File: config.mk
export PLATFORM = sky130hd
export DESIGN_NAME = tmr_pair
export DESIGN_NICKNAME = d
export VERILOG_FILES = /design/src/rtl/tmr_pkg.sv /design/src/rtl/tmr_edge.sv /design/src/rtl/tmr_unit.sv /design/src/rtl/tmr_pair.sv
export SDC_FILE = /design/constraint.sdc
export NUM_CORES = 1
export LEC_CHECK = 0
export ABC_AREA = 1
export ABC_CLOCK_PERIOD_IN_PS = 2300
export BUFFER_PORTS_ARGS = -buffer_cell sky130_fd_sc_hd__clkbuf_2
export CELL_PAD_IN_SITES_DETAIL_PLACEMENT = 0
export CELL_PAD_IN_SITES_GLOBAL_PLACEMENT = 1
export CORE_MARGIN = 10
export CORE_UTILIZATION = 42
export DETAILED_ROUTE_END_ITERATION = 7
export PLACE_DENSITY_LB_ADDON = 0.2
export SLEW_MARGIN = 40
export SYNTH_ARGS = -nofsm -noshare
export SYNTH_HDL_FRONTEND = slang
export SYNTH_SLANG_ARGS = --single-unit
File: constraint.sdc
create_clock -name clk -period 2.3 [get_ports clk]
set_clock_uncertainty 0.2 [all_clocks]
set_input_delay 0.23 -clock clk [delete_from_list [all_inputs] [get_ports clk]]
set_output_delay 0.23 -clock clk [all_outputs]
set_load 0.02 [all_outputs]
File: src/rtl/tmr_pkg.sv
`timescale 1ns/1ps
// Shared types and register addresses for the dual timer.
// Assumes a 3-bit register address space.
package tmr_pkg;
    typedef enum logic [1:0] {
        MODE_13B   = 2'd0,
        MODE_16B   = 2'd1,
        MODE_8RLD  = 2'd2,
        MODE_SPLIT = 2'd3
    } tmr_mode_e;

    localparam logic [2:0] A_CTL  = 3'd0;
    localparam logic [2:0] A_MODE = 3'd1;
    localparam logic [2:0] A_LO0  = 3'd2;
    localparam logic [2:0] A_HI0  = 3'd3;
    localparam logic [2:0] A_LO1  = 3'd4;
    localparam logic [2:0] A_HI1  = 3'd5;
endpackage

File: src/rtl/tmr_edge.sv
`timescale 1ns/1ps
// Samples each count pin once per tick and flags a 1-then-0 pair of samples.
// Assumes the pins are already synchronous to clk.
module tmr_edge #(
    parameter int N = 2
) (
    input  logic         clk,
    input  logic         rst_n,
    input  logic         tick,
    input  logic [N-1:0] pin,
    output logic [N-1:0] fall
);
    logic [N-1:0] samp_q;

    for (genvar g = 0; g < N; g++) begin : g_ch
        // Hold the previous sample; refresh it only on a tick.
        always_ff @(posedge clk) begin
            if (!rst_n)    samp_q[g] <= 1'b0;
            else if (tick) samp_q[g] <= pin[g];
        end
        // A count is due when the last sample was 1 and this one is 0.
        assign fall[g] = tick & samp_q[g] & ~pin[g];
    end
endmodule

File: src/rtl/tmr_unit.sv
`timescale 1ns/1ps
// Next-state logic for one timer's byte pair in the four modes.
// Assumes at most one increment per cycle on each of the two paths.
module tmr_unit
    import tmr_pkg::*;
#(
    parameter int DW  = 8,
    parameter int PRE = 5
) (
    input  tmr_mode_e         mode,
    input  logic              inc_lo,
    input  logic              inc_hi,
    input  logic [DW-1:0]     lo,
    input  logic [DW-1:0]     hi,
    output logic [DW-1:0]     lo_n,
    output logic [DW-1:0]     hi_n,
    output logic              ovf_lo,
    output logic              ovf_hi
);
    localparam logic [DW-1:0]  ALL1 = '1;
    localparam logic [PRE-1:0] PMAX = '1;

    // Work out the next byte values and any wrap for the selected mode.
    always_comb begin
        lo_n   = lo;
        hi_n   = hi;
        ovf_lo = 1'b0;
        ovf_hi = 1'b0;
        unique case (mode)
            MODE_13B: if (inc_lo) begin
                lo_n[PRE-1:0] = lo[PRE-1:0] + 1'b1;
                if (lo[PRE-1:0] == PMAX) begin
                    hi_n   = hi + 1'b1;
                    ovf_lo = (hi == ALL1);
                end
            end
            MODE_16B: if (inc_lo) begin
                {hi_n, lo_n} = {hi, lo} + 1'b1;
                ovf_lo       = (hi == ALL1) && (lo == ALL1);
            end
            MODE_8RLD: if (inc_lo) begin
                if (lo == ALL1) begin
                    lo_n   = hi;
                    ovf_lo = 1'b1;
                end else begin
                    lo_n = lo + 1'b1;
                end
            end
            MODE_SPLIT: begin
                if (inc_lo) begin
                    lo_n   = lo + 1'b1;
                    ovf_lo = (lo == ALL1);
                end
                if (inc_hi) begin
                    hi_n   = hi + 1'b1;
                    ovf_hi = (hi == ALL1);
                end
            end
            default: ;
        endcase
    end
endmodule

File: src/rtl/tmr_pair.sv
`timescale 1ns/1ps
// Two timer/counters with shared control and mode registers.
// Assumes tick is a one-clock pulse, pins are synchronous, and the reset is synchronous and active low.
module tmr_pair
    import tmr_pkg::*;
#(
    parameter int DW  = 8,
    parameter int PRE = 5
) (
    input  logic          clk,
    input  logic          rst_n,
    input  logic          tick,
    input  logic [1:0]    cnt_pin,
    input  logic [1:0]    gate_pin,
    input  logic          wr_en,
    input  logic [2:0]    wr_addr,
    input  logic [DW-1:0] wr_data,
    input  logic [2:0]    rd_addr,
    output logic [DW-1:0] rd_data,
    input  logic [1:0]    irq_ack,
    output logic [1:0]    irq
);
    localparam int NU = 2;
    localparam int NB = 4;

    logic [1:0]              run_q, flag_q, set_flag, fall, gate_ok;
    logic [NU*NB-1:0]        mode_q;
    logic [NU-1:0][DW-1:0]   lo_q, hi_q, lo_n, hi_n;
    logic [NU-1:0]           inc_lo, inc_hi, ovf_lo, ovf_hi, is_ctr, is_gate;
    tmr_mode_e               mode_f [NU];
    logic                    split, wr_ctl;

    tmr_edge #(.N(NU)) u_edge (
        .clk(clk), .rst_n(rst_n), .tick(tick), .pin(cnt_pin), .fall(fall)
    );

    for (genvar u = 0; u < NU; u++) begin : g_unit
        assign mode_f[u]  = tmr_mode_e'(mode_q[NB*u +: 2]);
        assign is_ctr[u]  = mode_q[NB*u + 2];
        assign is_gate[u] = mode_q[NB*u + 3];
        assign gate_ok[u] = ~is_gate[u] | gate_pin[u];

        tmr_unit #(.DW(DW), .PRE(PRE)) u_cnt (
            .mode(mode_f[u]), .inc_lo(inc_lo[u]), .inc_hi(inc_hi[u]),
            .lo(lo_q[u]), .hi(hi_q[u]), .lo_n(lo_n[u]), .hi_n(hi_n[u]),
            .ovf_lo(ovf_lo[u]), .ovf_hi(ovf_hi[u])
        );

        // Byte registers: a host write takes priority over counting.
        always_ff @(posedge clk) begin
            if (!rst_n) begin
                lo_q[u] <= '0;
                hi_q[u] <= '0;
            end else begin
                lo_q[u] <= (wr_en && wr_addr == 3'(2 + 2*u)) ? wr_data : lo_n[u];
                hi_q[u] <= (wr_en && wr_addr == 3'(3 + 2*u)) ? wr_data : hi_n[u];
            end
        end

        // Flag: an overflow wins over a control write, which wins over an acknowledge.
        always_ff @(posedge clk) begin
            if (!rst_n)           flag_q[u] <= 1'b0;
            else if (set_flag[u]) flag_q[u] <= 1'b1;
            else if (wr_ctl)      flag_q[u] <= wr_data[2+u];
            else if (irq_ack[u])  flag_q[u] <= 1'b0;
        end
    end

    assign split  = (mode_f[0] == MODE_SPLIT);
    assign wr_ctl = wr_en && (wr_addr == A_CTL);

    // Count enables: timer 0 low path, the split high path and timer 1.
    always_comb begin
        inc_lo[0] = run_q[0] & gate_ok[0] & (is_ctr[0] ? fall[0] : tick);
        inc_hi[0] = split & run_q[1] & tick;
        inc_lo[1] = (split | run_q[1]) & gate_ok[1] & (mode_f[1] != MODE_SPLIT)
                    & (is_ctr[1] ? fall[1] : tick);
        inc_hi[1] = 1'b0;
    end

    // Flag sources: in split mode timer 1's flag comes from timer 0's high byte.
    always_comb begin
        set_flag[0] = ovf_lo[0];
        set_flag[1] = split ? ovf_hi[0] : (ovf_lo[1] | ovf_hi[1]);
    end

    // Control and mode registers.
    always_ff @(posedge clk) begin
        if (!rst_n) begin
            run_q  <= '0;
            mode_q <= '0;
        end else if (wr_en) begin
            if (wr_addr == A_CTL)  run_q  <= wr_data[1:0];
            if (wr_addr == A_MODE) mode_q <= wr_data[NU*NB-1:0];
        end
    end

    // Read multiplexer.
    always_comb begin
        unique case (rd_addr)
            A_CTL:   rd_data = {{(DW-4){1'b0}}, flag_q, run_q};
            A_MODE:  rd_data = DW'(mode_q);
            A_LO0:   rd_data = lo_q[0];
            A_HI0:   rd_data = hi_q[0];
            A_LO1:   rd_data = lo_q[1];
            A_HI1:   rd_data = hi_q[1];
            default: rd_data = '0;
        endcase
    end

    assign irq = flag_q;
endmodule

; ---- Word-level counts from Yosys, hierarchy flattened
; Index checks and enable logic that the tools add are counted.
[classes]
addsub = 8
bitwise = 18
n_eq_ne = 38
n_reduce_logical = 25
mux = 52
[ops]
columns = operator, n
row1 = 8-bit 2-to-1 mux, 19
row2 = 8-bit case mux with 6 select lines, 1
row3 = 5-bit case mux with 4 select lines, 2
row4 = 3-bit by 2-bit inequality test with 1-bit output (second input constant), 13
row5 = 16-bit by 1-bit adder with 16-bit output (second input constant), 2
row6 = 8-bit by 1-bit adder with 8-bit output (second input constant), 4
row7 = 8-bit == test (second input constant), 4
row8 = 8-bit case mux with 3 select lines, 1
row9 = 1-bit 2-to-1 mux, 22
row10 = 4-bit AND reduction, 5
row11 = 3-bit case mux with 3 select lines, 2
row12 = 8-bit case mux with 2 select lines, 1
row13 = 3-bit by 2-bit == test with 1-bit output (second input constant), 4
row14 = 3-bit == test (second input constant), 4
row15 = 4-bit nonzero test, 3
row16 = 1-bit AND, 11
row17 = 5-bit by 1-bit adder with 5-bit output (second input constant), 2
row18 = 5-bit == test (second input constant), 2
row19 = 5-bit 2-to-1 mux, 2
row20 = 3-bit nonzero test, 3
row21 = 2-bit == test (second input constant), 4
row22 = 1-bit case mux with 4 select lines, 2
row23 = 1-bit logical AND, 7
row24 = 3-bit by 1-bit == test with 1-bit output (second input constant), 2
row25 = other kinds (9), 19
[totals]
register_bits = 46
word_cells = 153

; ---- Depth between registers and ports, before layout
; Gate-level depths: netlist (run 1).
[depth]
depth_word = 9
depth_mapped = 12
ltp_nobuf = 12

; ---- Hierarchy
; From an unflattened synthesis (run 1), not the netlist that was laid out.
[hier_totals]
hier_cells = 729
hier_area_um2 = 4063.9
[modules_own_cells]
columns = module, seq_area_each_um2, instances, area_per_inst_um2, cells_each
row1 = tmr_pair, 880.8, 1, 2282.2, 349
row2 = tmr_unit, 0.0, 2, 844.6, 182
row3 = tmr_edge, 40.0, 1, 92.6, 16

; ---- Worst setup path after synthesis (run 1)
; OpenSTA, ideal clock, no wires.
[synth_path]
kind = register to register
start = register lo_q[8] in the netlist's numbering
end = register hi_q[10] in the netlist's numbering
stages_incl_launch_ff = 13
t_arrival_ns = 1.669
setup_time_ns = 0.066
path_slack_ns = 0.366
t_required_ns = 2.034
path_cell_list = dfxtp_1 -> ha_1 -> nand2_2 -> nor2_2 -> ha_1 -> inv_1 -> a21oi_1 -> nand3_4 -> nor2_8 -> nand2_1 -> nor2_1 -> nor2_1 -> nor2_1
[synth_between]
elab_chain_len = 4
[synth_lines]
columns = item, line_no
row1 = from (decl), tmr_pair.sv:28  ; logic [NU-1:0][DW-1:0] lo_q, hi_q, lo_n, hi_n;
row2 = "from (signal, indexed assignment)", tmr_pair.sv:55  ; lo_q[u] <= (wr_en && wr_addr == 3'(2 + 2*u)) ? wr_data : lo_n[u];
row3 = 16-bit by 1-bit adder with 16-bit output, tmr_unit.sv:38  ; {hi_n, lo_n} = {hi, lo} + 1'b1;
row4 = 8-bit 2-to-1 mux, tmr_unit.sv:37  ; MODE_16B: if (inc_lo) begin
row5 = 8-bit case mux with 2 select lines, tmr_unit.sv:29  ; unique case (mode)
row6 = 8-bit 2-to-1 mux, tmr_pair.sv:56  ; hi_q[u] <= (wr_en && wr_addr == 3'(3 + 2*u)) ? wr_data : hi_n[u];
row7 = "to (signal, indexed assignment)", tmr_pair.sv:56
row8 = to (decl), tmr_pair.sv:28
; Parallel ways exist; a longest one is shown, timed or not. The select of a mux whose other input is x is not followed.
; A chain may end at the register's enable or synchronous reset.

; ---- Worst setup path in the final report (run 1)
[layout_path]
start = register lo_q[8] in the netlist's numbering
end = register hi_q[11] in the netlist's numbering
; Same word-level chain as after synthesis.

==> results of run 1 <==
[cells in the mapped netlist (all sizes together)]
cell type / instances / share of area, %
a21oi: 52 / 7.3
a221oi: 3 / 0.71
a22oi: 5 / 1.0
a31oi: 3 / 0.51
and3: 1 / 0.17
buf: 5 / 0.64
clkbuf: 4 / 0.41
clkinv: 1 / 0.24
dfxtp: 46 / 25
ha: 10 / 3.4
inv: 76 / 7.7
nand2: 163 / 17
nand3: 68 / 11
nand3b: 1 / 0.20
nand4: 13 / 2.8
nor2: 74 / 8.5
nor3: 10 / 2.1
nor3b: 1 / 0.20
o211ai: 4 / 0.81
o21ai: 48 / 6.5
o21bai: 3 / 0.61
o22ai: 7 / 1.2
o31ai: 1 / 0.20
or2: 1 / 0.17
xnor2: 2 / 0.47
xor2: 6 / 1.4
[power groups by stage]
stage          combinational, uW  sequential, uW  clock (uW)
4_1_cts                      347             873         646
5_1_grt                      391             880         671
6_report                     350             874         641
2_1_floorplan                217             881           0
3_3_place_gp                 340             890           0
3_5_place_dp                 343             891           0
[layout make-up]
type	count	area share [%]
multi-input cells	476	58.5
flip-flops and latches	46	21.9
inverters	77	7.00
repair buffers	48	6.73
well taps	108	3.22
clock buffers	6	1.73
clock inverters	2	0.893
[path summary, 6_finish.rpt]
check,startpoint,endpoint,slack (ps),cells after the start
worst max register to register,lo_q[8]$_SDFFE_PN0P_,hi_q[11]$_SDFFE_PN0P_,180,12
worst min register to register,mode_q[7]$_SDFFE_PN0P_,mode_q[7]$_SDFFE_PN0P_,310,2
worst max-delay path,lo_q[8]$_SDFFE_PN0P_,hi_q[11]$_SDFFE_PN0P_,180,12
worst min-delay path,tick,u_edge.samp_q[0]$_SDFFE_PN0P_,20,2
[registers in the layout, indices dropped and copies added, names as in the netlist]
| name | count |
|---|---|
| irq | 2 |
| lo_q | 16 |
| u_edge.samp_q | 2 |
| hi_q | 16 |
| mode_q | 8 |
| run_q | 2 |
[worst reg2reg max path, stage by stage (launching register included)]
cell and delay (ps):
dfxtp_1 390, ha_2 210, nand2_2 90, nor2_2 140, ha_1 170, inv_1 60
a21oi_2 190, nand3_4 160, nor2_8 180, nand3_1 100, nand3_1 80, nand2_1 50
inv_1 70
[stage by stage]
step                      instances  utilization (%)  setup WS [ps]
after floorplan                 608                -            366
after global placement          753             47.1            237
after detailed placement        753             47.1            130
after CTS                       763             48.6           92.3
after global routing            763             48.7           12.2
final                           763             48.7            178
[cell families after synthesis]
family / after synthesis / share of synthesized area, %
AO/OA/AOI/OAI: 126 / 18.8
XOR/XNOR: 8 / 1.89
adder cells (fa/ha/maj): 10 / 3.38
buffers and inverters: 86 / 8.98
flip-flops: 46 / 24.9
AND/OR/NAND/NOR: 332 / 42.0
[layer usage]
layer	wire [um]	vias to the layer above	track usage (%)	part of all wire [%]
met3	716	25	2.78	5.5
met4	299	0	6.85	2.3
met5	0	-	0	0
met1	5680	1951	25.2	44
li1	-	2118	-	-
met2	6350	124	34.2	49
[repair_timing]
action / 4_1_cts / 5_1_grt
resized for setup: 0 / 3
hold buffers: 2 / 0
endpoints found under the hold margin: 2 / 0
setup endpoints to repair: 0 / 8
==> reports/metrics.cfg, run 1 <==
[status]
status = finished, final reports clean

[clocking]
cts_tree = built
htreeDepth = 2
cts.sinks = 46
clk_latency_ps = 310
cts_buffers = 5
clk_pin_slew_ps = 100
postCtsSetupBuffers = 0
cts_root_buf = clkbuf_8
cts.path.max_buffers = 2

[setup_path]
start_kind = flop
cp.arrival_ps = 2180
crit_path_max_fanout = 7
critical_path_required_ps = 2360
crit_type = reg -> reg
path_buf_inv = 2
crit_chain = ha_2 > nand2_2 > nor2_2 > ha_1 > inv_1 > a21oi_2 > nand3_4 > nor2_8 > nand3_1 > nand3_1 > nand2_1 > inv_1
cpPeakStageDelay_ps = 390
worst_path_max_delay_cell = dfxtp_1
endpoint_kind = flop
cp_top_family = simple AND/OR/NAND/NOR gates

[placed_design]
port-buffer-count = 33
dp_hpwl_um = 10300
gp_congestion = 0.975
place_area_um2 = 4060

[detailed_routing]
vias = 4218
drc = 0
first_pass_iters = 5
drt-total-wl_um = 13100
drt_iter0_markers = 286
vias_per_cell = 5.53
antenna_left = 0
wl_per_cell_um = 17.1

[timing]
rsz0062_at_grt = false
holdWs_ps = 17.5
drv_slew = 0
hold_viol = 0
tightest_slew_ps = 550
min_period_ps = 2120
setup_viol = 0
finalCritPeriodShare_pct = 92.3
max_slew_margin_pct = 63.2
max_freq_mhz = 471
tns_ps = 0

[die]
rows = 34
coreArea_um2 = 8640
fp.dieW_um = 114
die_h_um = 114
ios = 34
initial_core_util_pct = 42.9
die_area_um2 = 13000

[yosys]
syn_nets = 642
synth.cell_area_um2 = 3700
yosysWarnings = 0
synth_cell_type_count = 40
ys_ff_latch = 46
netlist_instances = 608
yosysSeqAreaShare_pct = 24.9
avgSynthCellArea_um2 = 6.09

[layout]
nNetsFinal = 688
multi_input_area_um2 = 2460
fill_cells = 947
antennaDiodeCount = 0
final_common_cell = nand2_1
drive_above_1_share_pct = 15.3
syn_to_final_growth_pct = 13.4
layout_common_cells = 151 x nand2_1, 67 x inv_1, 67 x nor2_1, 63 x nand3_1, 48 x a21oi_1
finalInstanceArea_um2 = 4200
seqCellArea_um2 = 922

[power_and_ir_drop]
p_clk_share_pct = 34.4
p_per_area_nw_per_um2 = 444
swShare_pct = 31.6
pwr-share-comb_pct = 18.7
p_switching_uw = 590
total_power_uw = 1870
p_leak_uw = 0.00184
intPower_uw = 1280
vdd.ir_drop.worst_v = 0.000259
seqPwrFrac_pct = 46.9

[grt]
grt_first_pass_wirelength_um = 21100
overflow = 0
grt_use_total_pct = 20.1
grt_pass1_vias = 4082
grt_max_degree = 23
antenna_found_initial = 0

[flow_run]
maxCapViolations = 0

[min_path]
worstHoldPathType = in -> reg

No activity file was read; power rests on OpenSTA's default activity.
==> run 2: changes to the inputs <==
--- a/config.mk
+++ b/config.mk
@@ -12,8 +12,10 @@
 export CELL_PAD_IN_SITES_GLOBAL_PLACEMENT = 1
 export CORE_MARGIN = 10
 export CORE_UTILIZATION = 42
+export CTS_CLUSTER_SIZE = 24
 export DETAILED_ROUTE_END_ITERATION = 7
 export PLACE_DENSITY_LB_ADDON = 0.2
+export SETUP_SLACK_MARGIN = 0.2
 export SLEW_MARGIN = 40
 export SYNTH_ARGS = -nofsm -noshare
 export SYNTH_HDL_FRONTEND = slang
==> constraint.sdc (replaced) <==
create_clock -name clk -period 2.3 [get_ports clk]
set_clock_uncertainty 0.2 [all_clocks]
set_input_delay 0.23 -clock clk [delete_from_list [all_inputs] [get_ports clk]]
set_output_delay 0.23 -clock clk [all_outputs]
set_load 0.1 [all_outputs]
==> reports/metrics.cfg, run 2 (synthesis results as in run 1) <==
[flow_run]
maxCapViolations = 0

[timing]
drv_slew = 0
holdWs_ps = 33.7
tightest_slew_ps = 548
rsz0062_at_grt = true
hold_viol = 0
setup_viol = 0
tns_ps = 0
max_freq_mhz = 493
min_period_ps = 2030
finalCritPeriodShare_pct = 88.2
max_slew_margin_pct = 63.6

[setup_path]
crit_chain = ha_4 > nand2_4 > nor2_4 > ha_4 > inv_2 > a21oi_4 > nand3_4 > nor2_8 > nand2_2 > nor2_2 > nor2_1 > nor2_1
r2r_setup_slack_ps = 270
start_kind = flop
cpPeakStageDelay_ps = 380
crit_type = reg -> reg
cp.arrival_ps = 2080
worst_path_max_delay_cell = dfxtp_4
crit_path_max_fanout = 7
critical_path_required_ps = 2350
endpoint_kind = flop

[clocking]
cts_root_buf = clkbuf_8
htreeDepth = 2
cts_tree = built
cts.path.max_buffers = 2
cts_buffers = 5
cts.sinks = 46
clk_pin_slew_ps = 100
clk_latency_ps = 300

[die]
fp.dieW_um = 114
initial_core_util_pct = 42.9
die_area_um2 = 13000
die_h_um = 114
coreArea_um2 = 8640
ios = 34
rows = 34

[layout]
syn_to_final_growth_pct = 20.4
multi_input_area_um2 = 2540
layout_common_cells = 150 x nand2_1, 66 x inv_1, 64 x nor2_1, 61 x nand3_1, 48 x a21oi_1
top_regs = hi_q: 16 flops, lo_q: 16 flops, mode_q: 8 flops
fill_cells = 899
drive_above_1_share_pct = 18.3
final_common_cell = nand2_1
nNetsFinal = 690
seqCellArea_um2 = 933
antennaDiodeCount = 0

[power_and_ir_drop]
intPower_uw = 1430
vdd.ir_drop.worst_v = 0.000250
p_clk_share_pct = 37.3
p_switching_uw = 623
pwr-share-comb_pct = 20.0
p_leak_uw = 0.00193
seqPwrFrac_pct = 42.7
p_per_area_nw_per_um2 = 461
swShare_pct = 30.3

[placed_design]
port-buffer-count = 33
dp_hpwl_um = 9940
gp_congestion = 0.913

[detailed_routing]
drc = 0
drt-total-wl_um = 12800
wl_per_cell_um = 16.8
vias_per_cell = 5.46
vias = 4178
drt_iter0_markers = 270
antenna_left = 0
first_pass_iters = 5

[min_path]
worstHoldPathType = in -> reg

[grt]
grt_max_degree = 23
grt_use_total_pct = 19.0
grt_pass1_vias = 3863
antenna_found_initial = 0
overflow = 0
grt_first_pass_wirelength_um = 19900

[status]
status = finished, final reports clean

==> run 2: cell types whose count changed in the layout (fill, tap and decap cells not counted), sizes merged <==
cell,change
clkbuf,-8
clkinvlp,-1
buf,+10
bufinv,+1
==> run 2: what timing repair did <==
| action | CTS | global route |
|---|---|---|
| resized for setup | 1 | 24 |
| hold endpoints to repair | 2 | 0 |
| pin swaps | 0 | 8 |
| endpoints found under the setup margin | 7 | 25 |
| setup buffers | 0 | 2 |
| hold buffers | 2 | 0 |
==> run 2: critical path: cells and delay by family (launching register included) <==
family          cells  cell delay, ps
fa+ha+maj           2             300
simple gates        8             890
flops               1             380
buf+inv             1              50
compound gates      1             160
==> run 2: final cells by class <==
type,instances,area share [%]
clock buffer,6,1.85
clock inverter,2,1.35
inverter,77,6.59
multi-input combinational,476,56.9
sequential,46,20.9
tap,108,3.03
timing repair buffer,50,9.37
==> run 2: worst paths after layout <==
check                               from                     end  cells past startpoint
setup / recovery    lo_q[9]$_SDFFE_PN0P_   hi_q[12]$_SDFFE_PN0P_                     12
hold / removal                irq_ack[0]     irq[0]$_SDFFE_PN0P_                      4
setup reg to reg    lo_q[9]$_SDFFE_PN0P_   hi_q[12]$_SDFFE_PN0P_                     12
hold reg to reg   mode_q[7]$_SDFFE_PN0P_  mode_q[7]$_SDFFE_PN0P_                      2
==> run 2: power by group through the flow <==
stage / sequential, uW / combinational, uW / clock (uW)
6_report: 877 / 411 / 767
5_1_grt: 881 / 452 / 800
4_1_cts: 873 / 402 / 778
3_5_place_dp: 892 / 397 / 0
3_3_place_gp: 892 / 395 / 0
2_1_floorplan: 887 / 250 / 0
==> run 2: through the flow <==
stage          utilization, %  power, uW  worst slack [ps]  area (um2)  cells
2_1_floorplan               -       1140              -291        3710    608
3_3_place_gp             48.6       1290               224        4190    753
3_5_place_dp             48.6       1290               176        4190    753
4_1_cts                  50.5       2050               209        4360    763
5_1_grt                  51.7       2130               151        4460    765
6_report                 51.7       2060               272        4460    765
==> run 2: metal layers <==
| layer | vias to the layer above | routed length, um | GRT usage [%] |
|---|---|---|---|
| met3 | 23 | 777 | 3.57 |
| met5 | - | 0 | 0 |
| li1 | 2116 | - | - |
| met1 | 1901 | 5530 | 23.3 |
| met4 | 0 | 329 | 6.18 |
| met2 | 138 | 6220 | 32.6 |
==> run 3: changes to the inputs <==
--- a/config.mk
+++ b/config.mk
@@ -6,7 +6,7 @@
 export NUM_CORES = 1
 export LEC_CHECK = 0
 export ABC_AREA = 1
-export ABC_CLOCK_PERIOD_IN_PS = 2300
+export ABC_CLOCK_PERIOD_IN_PS = 2000
 export BUFFER_PORTS_ARGS = -buffer_cell sky130_fd_sc_hd__clkbuf_2
 export CELL_PAD_IN_SITES_DETAIL_PLACEMENT = 0
 export CELL_PAD_IN_SITES_GLOBAL_PLACEMENT = 1
@@ -14,6 +14,7 @@
 export CORE_UTILIZATION = 42
 export CTS_CLUSTER_SIZE = 24
 export DETAILED_ROUTE_END_ITERATION = 7
+export HOLD_SLACK_MARGIN = 0.15
 export PLACE_DENSITY_LB_ADDON = 0.2
 export SETUP_SLACK_MARGIN = 0.2
 export SLEW_MARGIN = 40
==> constraint.sdc (replaced) <==
create_clock -name clk -period 2 [get_ports clk]
set_clock_uncertainty 0.2 [all_clocks]
set_input_delay 0.2 -clock clk [delete_from_list [all_inputs] [get_ports clk]]
set_output_delay 0.2 -clock clk [all_outputs]
set_load 0.1 [all_outputs]
==> reports/metrics.cfg, run 3 (synthesis results as in run 1) <==
[timing]
drv_slew = 0
finalCritPeriodShare_pct = 97.2
tightest_slew_ps = 543
max_slew_margin_pct = 64.0
hold_viol = 0
rsz0062_at_grt = true
layout_setup_ws_ps = 55.3
setup_viol = 0
min_period_ps = 1940
max_freq_mhz = 514

[detailed_routing]
wl_per_cell_um = 17.5
vias_per_cell = 5.56
drc = 0
drt_iter0_markers = 218
first_pass_iters = 6
vias = 4518
drt-total-wl_um = 14200
antenna_left = 0

[placed_design]
gp_congestion = 0.962
pre_cts_ws_ps = -1.24
port-buffer-count = 33
placed_cells = 764
dp_hpwl_um = 10400

[status]
status = finished, final reports clean

[setup_path]
cp.arrival_ps = 1980
crit_type = reg -> reg
rr_worst_depth = 11
rr_startpoint = lo_q[8]$_SDFFE_PN0P_
start_kind = flop
setup.worst_path.start = lo_q[8]$_SDFFE_PN0P_
critical_path_required_ps = 2040
endpoint_kind = flop
crit_path_max_fanout = 7
r2r_setup_slack_ps = 60
r2r-end = hi_q[15]$_SDFFE_PN0P_

[layout]
seqCellArea_um2 = 968
fin_cells = 813
top_regs = hi_q: 16 flops, lo_q: 16 flops, mode_q: 8 flops
antennaDiodeCount = 0
syn_to_final_growth_pct = 42.3
layout_common_cells = 141 x nand2_1, 55 x nor2_1, 47 x inv_1, 46 x nand3_1, 46 x buf_4
nNetsFinal = 738
fill_cells = 823
final_common_cell = nand2_1
drive_above_1_share_pct = 36.7
fin_util_pct = 61.1
multi_input_area_um2 = 2940

[die]
coreArea_um2 = 8640
die_area_um2 = 13000
fp.dieW_um = 114
initial_core_util_pct = 42.9
ios = 34
rows = 34
die_h_um = 114

[clocking]
cts.path.max_buffers = 2
htreeDepth = 2
cts_tree = built
clk_latency_ps = 300
cts.sinks = 46
cts_root_buf = clkbuf_8
cts_buffers = 5
clk_pin_slew_ps = 100

[power_and_ir_drop]
p_per_area_nw_per_um2 = 425
seqPwrFrac_pct = 45.0
vdd.ir_drop.worst_v = 0.000346
pwr-share-comb_pct = 26.6
p_leak_uw = 0.00224
intPower_uw = 1460
p_clk_share_pct = 28.4
swShare_pct = 35.0
p_switching_uw = 783

[grt]
antenna_found_initial = 0
grt_first_pass_wirelength_um = 22100
grt_pass1_vias = 4238
grt_use_total_pct = 21.1
grt_max_degree = 18
overflow = 0

[min_path]
min_to = lo_q[8]$_SDFFE_PN0P_
hold_start = rst_n
worstHoldPathType = in -> reg
min_path_cells = 3

[flow_run]
maxCapViolations = 0

[run 3: cell count changes in the layout (fill, tap and decap cells not counted), moves of 7 or more]
cell	previous run	this run
o21ai_2	0	7
dlygate4sd3_1	2	16
nand3_2	3	18
inv_2	10	23
inv_1	66	47
a21oi_1	48	39
nand3_1	61	46
buf_4	15	46
dfxtp_1	40	20
dfxtp_2	4	20
nor2_1	64	55
nand2_1	150	141
a21oi_2	3	10
[run 3: critical path: stages (launching register included)]
cell	delay, ps
dfxtp_4	370
ha_4	140
nand2_4	60
nor2_4	100
ha_4	150
inv_4	40
a21oi_4	140
nand3_4	160
nor2_8	210
buf_4	140
nand3_2	50
a21oi_1	120
[run 3: worst max-delay path by stage]
stage / end
2_1_floorplan: rd_data[4]
3_5_place_dp: hi_q[12]$_SDFFE_PN0P_
3_3_place_gp: hi_q[10]$_SDFFE_PN0P_
5_1_grt: hi_q[10]$_SDFFE_PN0P_
4_1_cts: hi_q[12]$_SDFFE_PN0P_
6_report: hi_q[15]$_SDFFE_PN0P_
[run 3: layout make-up]
class                   instances  area share, %
repair buffers                 97           15.6
clock buffers                   6           1.57
inverters                      77           5.96
well taps                     108           2.56
flip-flops and latches         46           18.4
multi-input cells             477           55.7
clock inverters                 2          0.237
[run 3: what timing repair did]
| item | CTS | global route |
|---|---|---|
| resized for setup | 53 | 90 |
| endpoints found under the hold margin | 24 | 0 |
| pin swaps | 13 | 31 |
| cloned | 1 | 0 |
| hold buffers | 16 | 0 |
| setup endpoints to repair | 41 | 41 |
| setup buffers | 7 | 17 |
[run 3: power groups by stage]
stage / Combinational, uW / Sequential (uW) / Clock (uW)
after CTS: 534 / 1000 / 651
after floorplan: 293 / 1020 / 0
after global placement: 483 / 1020 / 0
after detailed placement: 486 / 1020 / 0
after global routing: 644 / 1010 / 677
final: 595 / 1010 / 637
[run 3: through the flow]
stage | hold WS, ps | instance area (um2) | TNS, ps | total power [uW]
2_1_floorplan | 94.3 | 3800 | -102 | 1310
3_3_place_gp | 242 | 4360 | 0 | 1500
3_5_place_dp | 247 | 4360 | -1.24 | 1510
4_1_cts | 162 | 4830 | 0 | 2190
5_1_grt | 183 | 5270 | -98.8 | 2330
6_report | 174 | 5270 | 0 | 2240
[run 3: layer usage]
metal  global-route usage [%]  up-vias  part of all wire, %
li1                         -     2224                    -
met1                     25.2     2106                   40
met2                     37.2      149                   50
met3                     2.41       39                  5.7
met4                     9.02        0                  4.4
met5                        0        -                    0
